--- src/rtl/deser_pkg.sv ---
package deser_pkg;
  typedef struct packed {
    logic shift;    // take one serial bit into the history
    logic capture;  // load the bus from the history
  } deserCtl_t;
endpackage

--- src/rtl/deser_datapath.sv ---
module deser_datapath
  import deser_pkg::*;
#(
  parameter int CHAR_W = 10,
  parameter int PAT_W = 7,
  parameter logic [PAT_W-1:0] COMMA_PAT = 7'b0011111
) (
  input  logic                  clk,
  input  logic                  rst,
  input  logic                  serIn,
  input  logic                  wideMode,
  input  deserCtl_t             ctl,
  output logic                  rawComma,
  output logic [2*CHAR_W-1:0]   outBus,
  output logic                  syncFlag
);
  localparam int WORD_MAX = 2 * CHAR_W;
  localparam int HIST_W = 3 * CHAR_W;
  localparam int SLOTS = WORD_MAX / CHAR_W;

  logic [HIST_W-2:0]   hist;
  logic [HIST_W-1:0]   nextHist;
  logic [WORD_MAX-1:0] capWord;
  logic [SLOTS-1:0]    slotHit;
  logic                capSync;

  always_comb begin
    nextHist = {hist, serIn};
    // newest ten bits form a full character whose head is the pattern
    rawComma = nextHist[CHAR_W-1 -: PAT_W] == COMMA_PAT;
    // the bus trails the input by one character
    if (wideMode) capWord = nextHist[HIST_W-1:CHAR_W];
    else          capWord = {nextHist[WORD_MAX-1:CHAR_W], {CHAR_W{1'b1}}};
  end

  genvar s;
  generate
    for (s = 0; s < SLOTS; s++) begin : g_slot
      assign slotHit[s] = capWord[s*CHAR_W + CHAR_W-1 -: PAT_W] == COMMA_PAT;
    end
  endgenerate

  assign capSync = slotHit[SLOTS-1] | (wideMode & (|slotHit[SLOTS-2:0]));

  always_ff @(posedge clk) begin
    if (rst) begin
      hist     <= '0;
      outBus   <= '0;
      syncFlag <= 1'b0;
    end else begin
      if (ctl.shift) hist <= nextHist[HIST_W-2:0];
      if (ctl.capture) begin
        outBus   <= capWord;
        syncFlag <= capSync;
      end
    end
  end
endmodule

--- src/rtl/deser_ctrl.sv ---
module deser_ctrl
  import deser_pkg::*;
#(
  parameter int CHAR_W = 10
) (
  input  logic      clk,
  input  logic      rst,
  input  logic      bitEn,
  input  logic      frameEn,
  input  logic      wideMode,
  input  logic      rawComma,
  output deserCtl_t ctl,
  output logic      wordStb
);
  localparam int WORD_MAX = 2 * CHAR_W;
  localparam int HIST_W = 3 * CHAR_W;
  localparam int CNT_W = $clog2(HIST_W + 1);
  localparam logic [CNT_W-1:0] CHAR_L = CNT_W'(CHAR_W);
  localparam logic [CNT_W-1:0] WORD_L = CNT_W'(WORD_MAX);
  localparam logic [CNT_W-1:0] HIST_L = CNT_W'(HIST_W);
  localparam logic [CNT_W-1:0] ONE_L  = CNT_W'(1);

  logic [CNT_W-1:0] phaseCnt, seenCnt, seenNext, wordLen;
  logic due, primed, commaOk;

  always_comb begin
    wordLen  = wideMode ? WORD_L : CHAR_L;
    seenNext = (seenCnt == HIST_L) ? seenCnt : seenCnt + ONE_L;
    due      = phaseCnt >= wordLen - ONE_L;
    primed   = seenNext >= wordLen + CHAR_L;
    commaOk  = frameEn && rawComma && (seenNext >= CHAR_L);
    ctl.shift   = bitEn;
    ctl.capture = bitEn && due && primed;
  end

  always_ff @(posedge clk) begin
    if (rst) begin
      phaseCnt <= '0;
      seenCnt  <= '0;
      wordStb  <= 1'b0;
    end else begin
      wordStb <= ctl.capture;
      if (bitEn) begin
        seenCnt <= seenNext;
        // a comma off the boundary restarts the word: the current one stretches
        if (due || commaOk) phaseCnt <= '0;
        else                phaseCnt <= phaseCnt + ONE_L;
      end
    end
  end
endmodule

--- src/rtl/comma_deser.sv ---
module comma_deser
  import deser_pkg::*;
#(
  parameter int CHAR_W = 10,
  parameter int PAT_W = 7,
  parameter logic [PAT_W-1:0] COMMA_PAT = 7'b0011111
) (
  input  logic                clk,
  input  logic                rst,
  input  logic                bitEn,
  input  logic                serIn,
  input  logic                wideMode,
  input  logic                frameEn,
  output logic [2*CHAR_W-1:0] outBus,
  output logic                wordStb,
  output logic                syncFlag
);
  deserCtl_t ctl;
  logic      rawComma;

  deser_ctrl #(.CHAR_W(CHAR_W)) u_ctrl (
    .clk(clk), .rst(rst), .bitEn(bitEn), .frameEn(frameEn),
    .wideMode(wideMode), .rawComma(rawComma), .ctl(ctl), .wordStb(wordStb)
  );

  deser_datapath #(.CHAR_W(CHAR_W), .PAT_W(PAT_W), .COMMA_PAT(COMMA_PAT)) u_dp (
    .clk(clk), .rst(rst), .serIn(serIn), .wideMode(wideMode), .ctl(ctl),
    .rawComma(rawComma), .outBus(outBus), .syncFlag(syncFlag)
  );
endmodule

--- config.mk ---
export PLATFORM = sky130hd
export DESIGN_NAME = comma_deser
export DESIGN_NICKNAME = d
export VERILOG_FILES = /design/src/rtl/deser_pkg.sv /design/src/rtl/deser_datapath.sv /design/src/rtl/deser_ctrl.sv /design/src/rtl/comma_deser.sv
export SDC_FILE = /design/constraint.sdc
export NUM_CORES = 1
export LEC_CHECK = 0
export BUFFER_PORTS_ARGS = -buffer_cell sky130_fd_sc_hd__buf_4
export CAP_MARGIN = 20
export CORE_MARGIN = 4
export CORE_UTILIZATION = 45
export CTS_BUF_LIST = sky130_fd_sc_hd__clkbuf_8 sky130_fd_sc_hd__clkbuf_16
export DETAILED_ROUTE_END_ITERATION = 8
export PLACE_DENSITY = 0.68
export SKIP_LAST_GASP = 1
export SYNTH_ARGS = -nofsm -noshare
export SYNTH_HDL_FRONTEND = slang
export SYNTH_HIERARCHICAL = 1
export SYNTH_SLANG_ARGS = --single-unit
--- constraint.sdc ---
create_clock -name clk -period 3 [get_ports clk]
set_input_delay 0.15 -clock clk [delete_from_list [all_inputs] [get_ports clk]]
set_output_delay 0.15 -clock clk [all_outputs]
set_load 0.05 [all_outputs]
==> Word level (Yosys, flattened, before mapping) <==
Cells that the tools add are included.
{ "classes": {"bitwise": 2, "add_sub_neg": 4, "magnitude_cmp": 3, "n_eq_ne": 4, "n_reduce_logical": 5, "n_mux": 4} }
{ "ops": {"columns": ["cell", "n"], "rows": [
  ["7-bit by 5-bit equality test with 1-bit output, second input constant", 3],
  ["20-bit 2-to-1 mux", 1],
  ["5-bit 2-to-1 mux", 3],
  ["5-bit by 1-bit adder with 5-bit output, second input constant", 2],
  ["5-bit >= comparator", 2],
  ["5-bit by 4-bit adder with 5-bit output, second input constant", 1],
  ["5-bit equality test, second input constant", 1],
  ["5-bit by 4-bit >= comparator with 1-bit output, second input constant", 1],
  ["5-bit by 1-bit subtractor with 5-bit output, second input constant", 1],
  ["1-bit logical AND", 4],
  ["1-bit bitwise AND", 1],
  ["1-bit logical OR", 1],
  ["1-bit OR", 1]
]} }
{ "word_totals": {"regBits": 61} }

==> Depth between registers and ports, before layout <==
{ "depth": {"word_depth": 6, "ltp_mapped": 11} }

==> By module <==
The synthesis kept the hierarchy.
{ "by_module_without_submodules": {"columns": ["module", "seq_area_each_um2", "area_each_um2", "n_inst", "cells_per_inst"], "rows": [
  ["deser_datapath", 1001.0, 1995.7, 1, 199],
  ["deser_ctrl", 220.2, 800.8, 1, 81]
]} }

==> Worst setup path before layout <==
No wires, ideal clock.
{ "synth_timing": {"path_kind": "register to register", "from": "reg u_ctrl.seenCnt[0]", "to": "reg u_dp.outBus[10]", "synth_period_minus_slack_ps": 2260, "setup_time_ps": 139, "t_arrival_ps": 2121, "slack_ps": 740, "stages_incl_launch_ff": 11, "cell_sequence": "dfxtp_1 > inv_2 > ha_1 > a21boi_4 > a41oi_4 > ha_1 > a31oi_1 > nor3_1 > buf_2 > clkbuf_1 > a211oi_1"} }
{ "synth_rtl": {"columns": ["item", "line", "source"], "rows": [
  ["from (decl)", "deser_ctrl.sv:23", "logic [CNT_W-1:0] phaseCnt, seenCnt, seenNext, wordLen;"],
  ["from (signal assigned)", "deser_ctrl.sv:44", "seenCnt <= seenNext;"],
  ["to (signal assigned)", "deser_datapath.sv:53", "outBus <= capWord;"],
  ["to (decl)", "deser_datapath.sv:14", "output logic [2*CHAR_W-1:0] outBus,"]
]} }

==> results.py <==
metrics = {
    "timing": {
        "maxSlewViolCount": 0,
        "rsz0062_at_grt": "no",
        "maxSlewHeadroom_pct": 56.0,
        "worst_slew_pin_slew_ps": 660,
        "period_minus_slack_ps": 2540,
        "setup_tns_ps": 0,
        "hold_violations": 0,
        "holdWs_ps": 64.0,
        "finalSetupViolCount": 0,
        "fin_skew_ps": 2.37,
        "fmaxAchievable_mhz": 393,
        "post-route-period-util_pct": 84.8,
    },
    "synth": {
        "synth_edf_count": 0,
        "synth_seq_cells": 61,
        "syn_area_um2": 2800,
        "ys_seq_area_share_pct": 43.7,
        "synthFlopType": "dfxtp_1",
        "yosys.cell_count.top_type": "dfxtp_1",
        "yosysTopAreaCell": "dfxtp_1",
        "yosys.area.top_type_share_pct": 43.7,
        "synth.net_count": 294,
        "yosys_warnings": 6,
        "syn_inst": 280,
        "synth_common_cells": "dfxtp_1 (61), nor2_1 (53), mux2i_1 (42)",
        "synth_cell_types": 44,
        "async_flop_share_pct": 0,
        "synth_area_per_cell_um2": 9.99,
        "yosys-top-cells-area": "dfxtp_1 (44%), mux2i_1 (15%), nor2_1 (7.1%)",
    },
    "worst_setup_path": {
        "slowest_stage": "dfxtp_1",
        "crit_family": "compound AO/OA/AOI/OAI gates",
        "r2r_start": "u_ctrl/seenCnt[0]$_SDFFE_PP0P_",
        "critPathLaunch": "u_ctrl/seenCnt[0]$_SDFFE_PP0P_",
        "path_class": "flip-flop to flip-flop",
        "crit_path_start_kind": "flip-flop",
        "critical_path.cell_chain": "inv_2 -> ha_1 -> a21boi_4 -> a41oi_4 -> ha_1 -> a31oi_1 -> nor3_2 -> buf_12 -> nor2b_1 -> o21ai_0 -> o21ai_0",
        "worstSetupEndpointType": "flip-flop",
        "crit_fanout": 42,
        "slowest_delay_ps": 420,
        "required_ps": 3260,
        "cp.arrival_ps": 2800,
        "cp_num_buf_inv": 2,
    },
    "final_layout": {
        "nNetsFinal": 313,
        "num_antenna_cells": 0,
        "fill_cells": 547,
        "drive_above_1_share_pct": 18.4,
        "area_growth_pct": 14.3,
    },
    "route": {
        "wl_mm": 5.18,
        "ant_nets": 0,
        "drt_iter0_markers": 97,
        "drc_errors": 0,
        "drtPass1Iterations": 4,
        "viasPerCell": 5.27,
        "routedWlPerCell_um": 13.7,
        "vias": 1997,
    },
    "global_route": {
        "met1_usage_pct": 20.3,
        "use_met3_pct": 5.80,
        "busiest_layer": "met2",
        "grt_overflow": 0,
        "grt_pass1_vias": 1804,
        "met2_usage_pct": 21.5,
        "antenna_found_initial": 0,
        "grt_max_degree": 67,
        "grt_pass1_wl_mm": 8.79,
        "grtUsageTotal_pct": 14.9,
    },
    "cts": {
        "cts_tree": "yes",
        "numCtsBuffers": 9,
        "htree_levels": 3,
        "clk_latency_ps": 330,
        "path_clk_slew_ps": 60,
        "clock-sinks": 61,
        "cts_resized": 0,
        "clockBufferDepth": 2,
        "cts_setup_buffers": 0,
        "cts_root_buffer": "clkbuf_8",
        "ctsHoldBuffers": 0,
    },
    "die": {
        "core_um2": 5990,
        "die_area_um2": 7540,
        "std_cell_rows": 28,
        "pin_count": 28,
        "initial_utilization_pct": 46.7,
        "die_x_um": 86.8,
        "die_y_um": 86.8,
    },
    "placement": {
        "gp_congestion": 0.814,
        "place_hpwl_mm": 3.45,
        "io_buffer_count": 27,
    },
    "power_and_ir_drop": {
        "power.density_nw_per_um2": 541,
        "ir_worst_vdd_uv": 323,
        "leakagePower_nw": 1.31,
    },
    "hold_path": {
        "hold_class": "input port to flip-flop",
        "hold_path_startpoint": "serIn",
    },
    "job": {
        "maxCapViolations": 0,
    },
    "status": {
        "outcome": "completed",
    },
}
[area by class of cell]
type                    instances  area [µm²]  share of cell area [%]
repair buffers                 29         230                    7.20
clock inverters                 5        73.8                    2.31
clock buffers                  11         151                    4.74
multi-input cells             182        1370                    42.7
flip-flops and latches         61        1220                    38.2
inverters                      16        60.1                    1.88
well taps                      75        93.8                    2.94
[registers in the layout (all words and copies together), names as in the netlist]
signal and flops:
u_dp/outBus 20, u_dp/syncFlag 1, u_dp/hist 29, u_ctrl/seenCnt 5
u_ctrl/phaseCnt 5, u_ctrl/wordStb 1
[per-layer routing]
metal,vias up,routed length [µm]
met2,46,2310
li1,1031,-
met4,0,17
met3,2,297
met5,-,0
met1,918,2550
[path summary, 6_finish.rpt]
| kind | cells after the start | slack [ps] | to |
|---|---|---|---|
| hold reg to reg | 2 | 480 | u_dp/outBus[9]$_SDFFE_PP0P_ |
| setup / recovery | 11 | 460 | u_dp/syncFlag$_SDFFE_PP0P_ |
| hold / removal | 3 | 60 | u_dp/hist[0]$_SDFFE_PP0P_ |
| setup reg to reg | 11 | 460 | u_dp/syncFlag$_SDFFE_PP0P_ |
[metrics by stage]
step	setup WS [ps]	util (%)	total power, W	cells	instance area, µm²
4_1_cts	432	53.4	0.00176	379	3200
5_1_grt	262	53.4	0.00181	379	3200
2_1_floorplan	740	-	0.000928	280	2800
6_report	457	53.4	0.00173	379	3200
3_3_place_gp	537	49.6	0.000938	363	2970
3_5_place_dp	451	49.6	0.000938	363	2970
[cells in the final DEF (no fill, tap or decap), drive strengths merged]
cell	n
dfxtp	61
nor2	53
mux2i	42
buf	29
inv	17
a211oi	12
clkbuf	11
a311oi	10
ha	8
nand2	6
a21oi	6
and4b	5
a31oi	4
nand3	4
o21ai	4
xnor2	3
nor3b	3
bufinv	2
clkinv	2
o2111ai	2
nor4b	2
o221ai	2
o31ai	2
nor4	2
or2b	2
a21boi	1
a41oi	1
nand4	1
a211o	1
a21o	1
nor3	1
nand2b	1
xor2	1
nor4bb	1
nor2b	1
[tightest hold or removal path, stage by stage]
cell and delay, ps:
buf_4 80, mux2i_1 50, nor2_1 70
[report_power, final]
| group | internal [W] | total [W] | switching, W |
|---|---|---|---|
| Combinational | 0.0000368 | 0.0000938 | 0.0000569 |
| Sequential | 0.000817 | 0.000826 | 0.00000917 |
| Clock | 0.000507 | 0.000809 | 0.000302 |
| Total | 0.00136 | 0.00173 | 0.000368 |
[logic make-up after synthesis]
kind of cell    Yosys count  synth area share [%]
compound gates           46                  14.5
xor+xnor                  4                  1.25
fa+ha+maj                 8                  3.58
buf+inv                  37                  7.65
flops                    61                  43.7
mux                      42                  15.0
simple gates             82                  14.3
(Power assumes the default switching activity.)
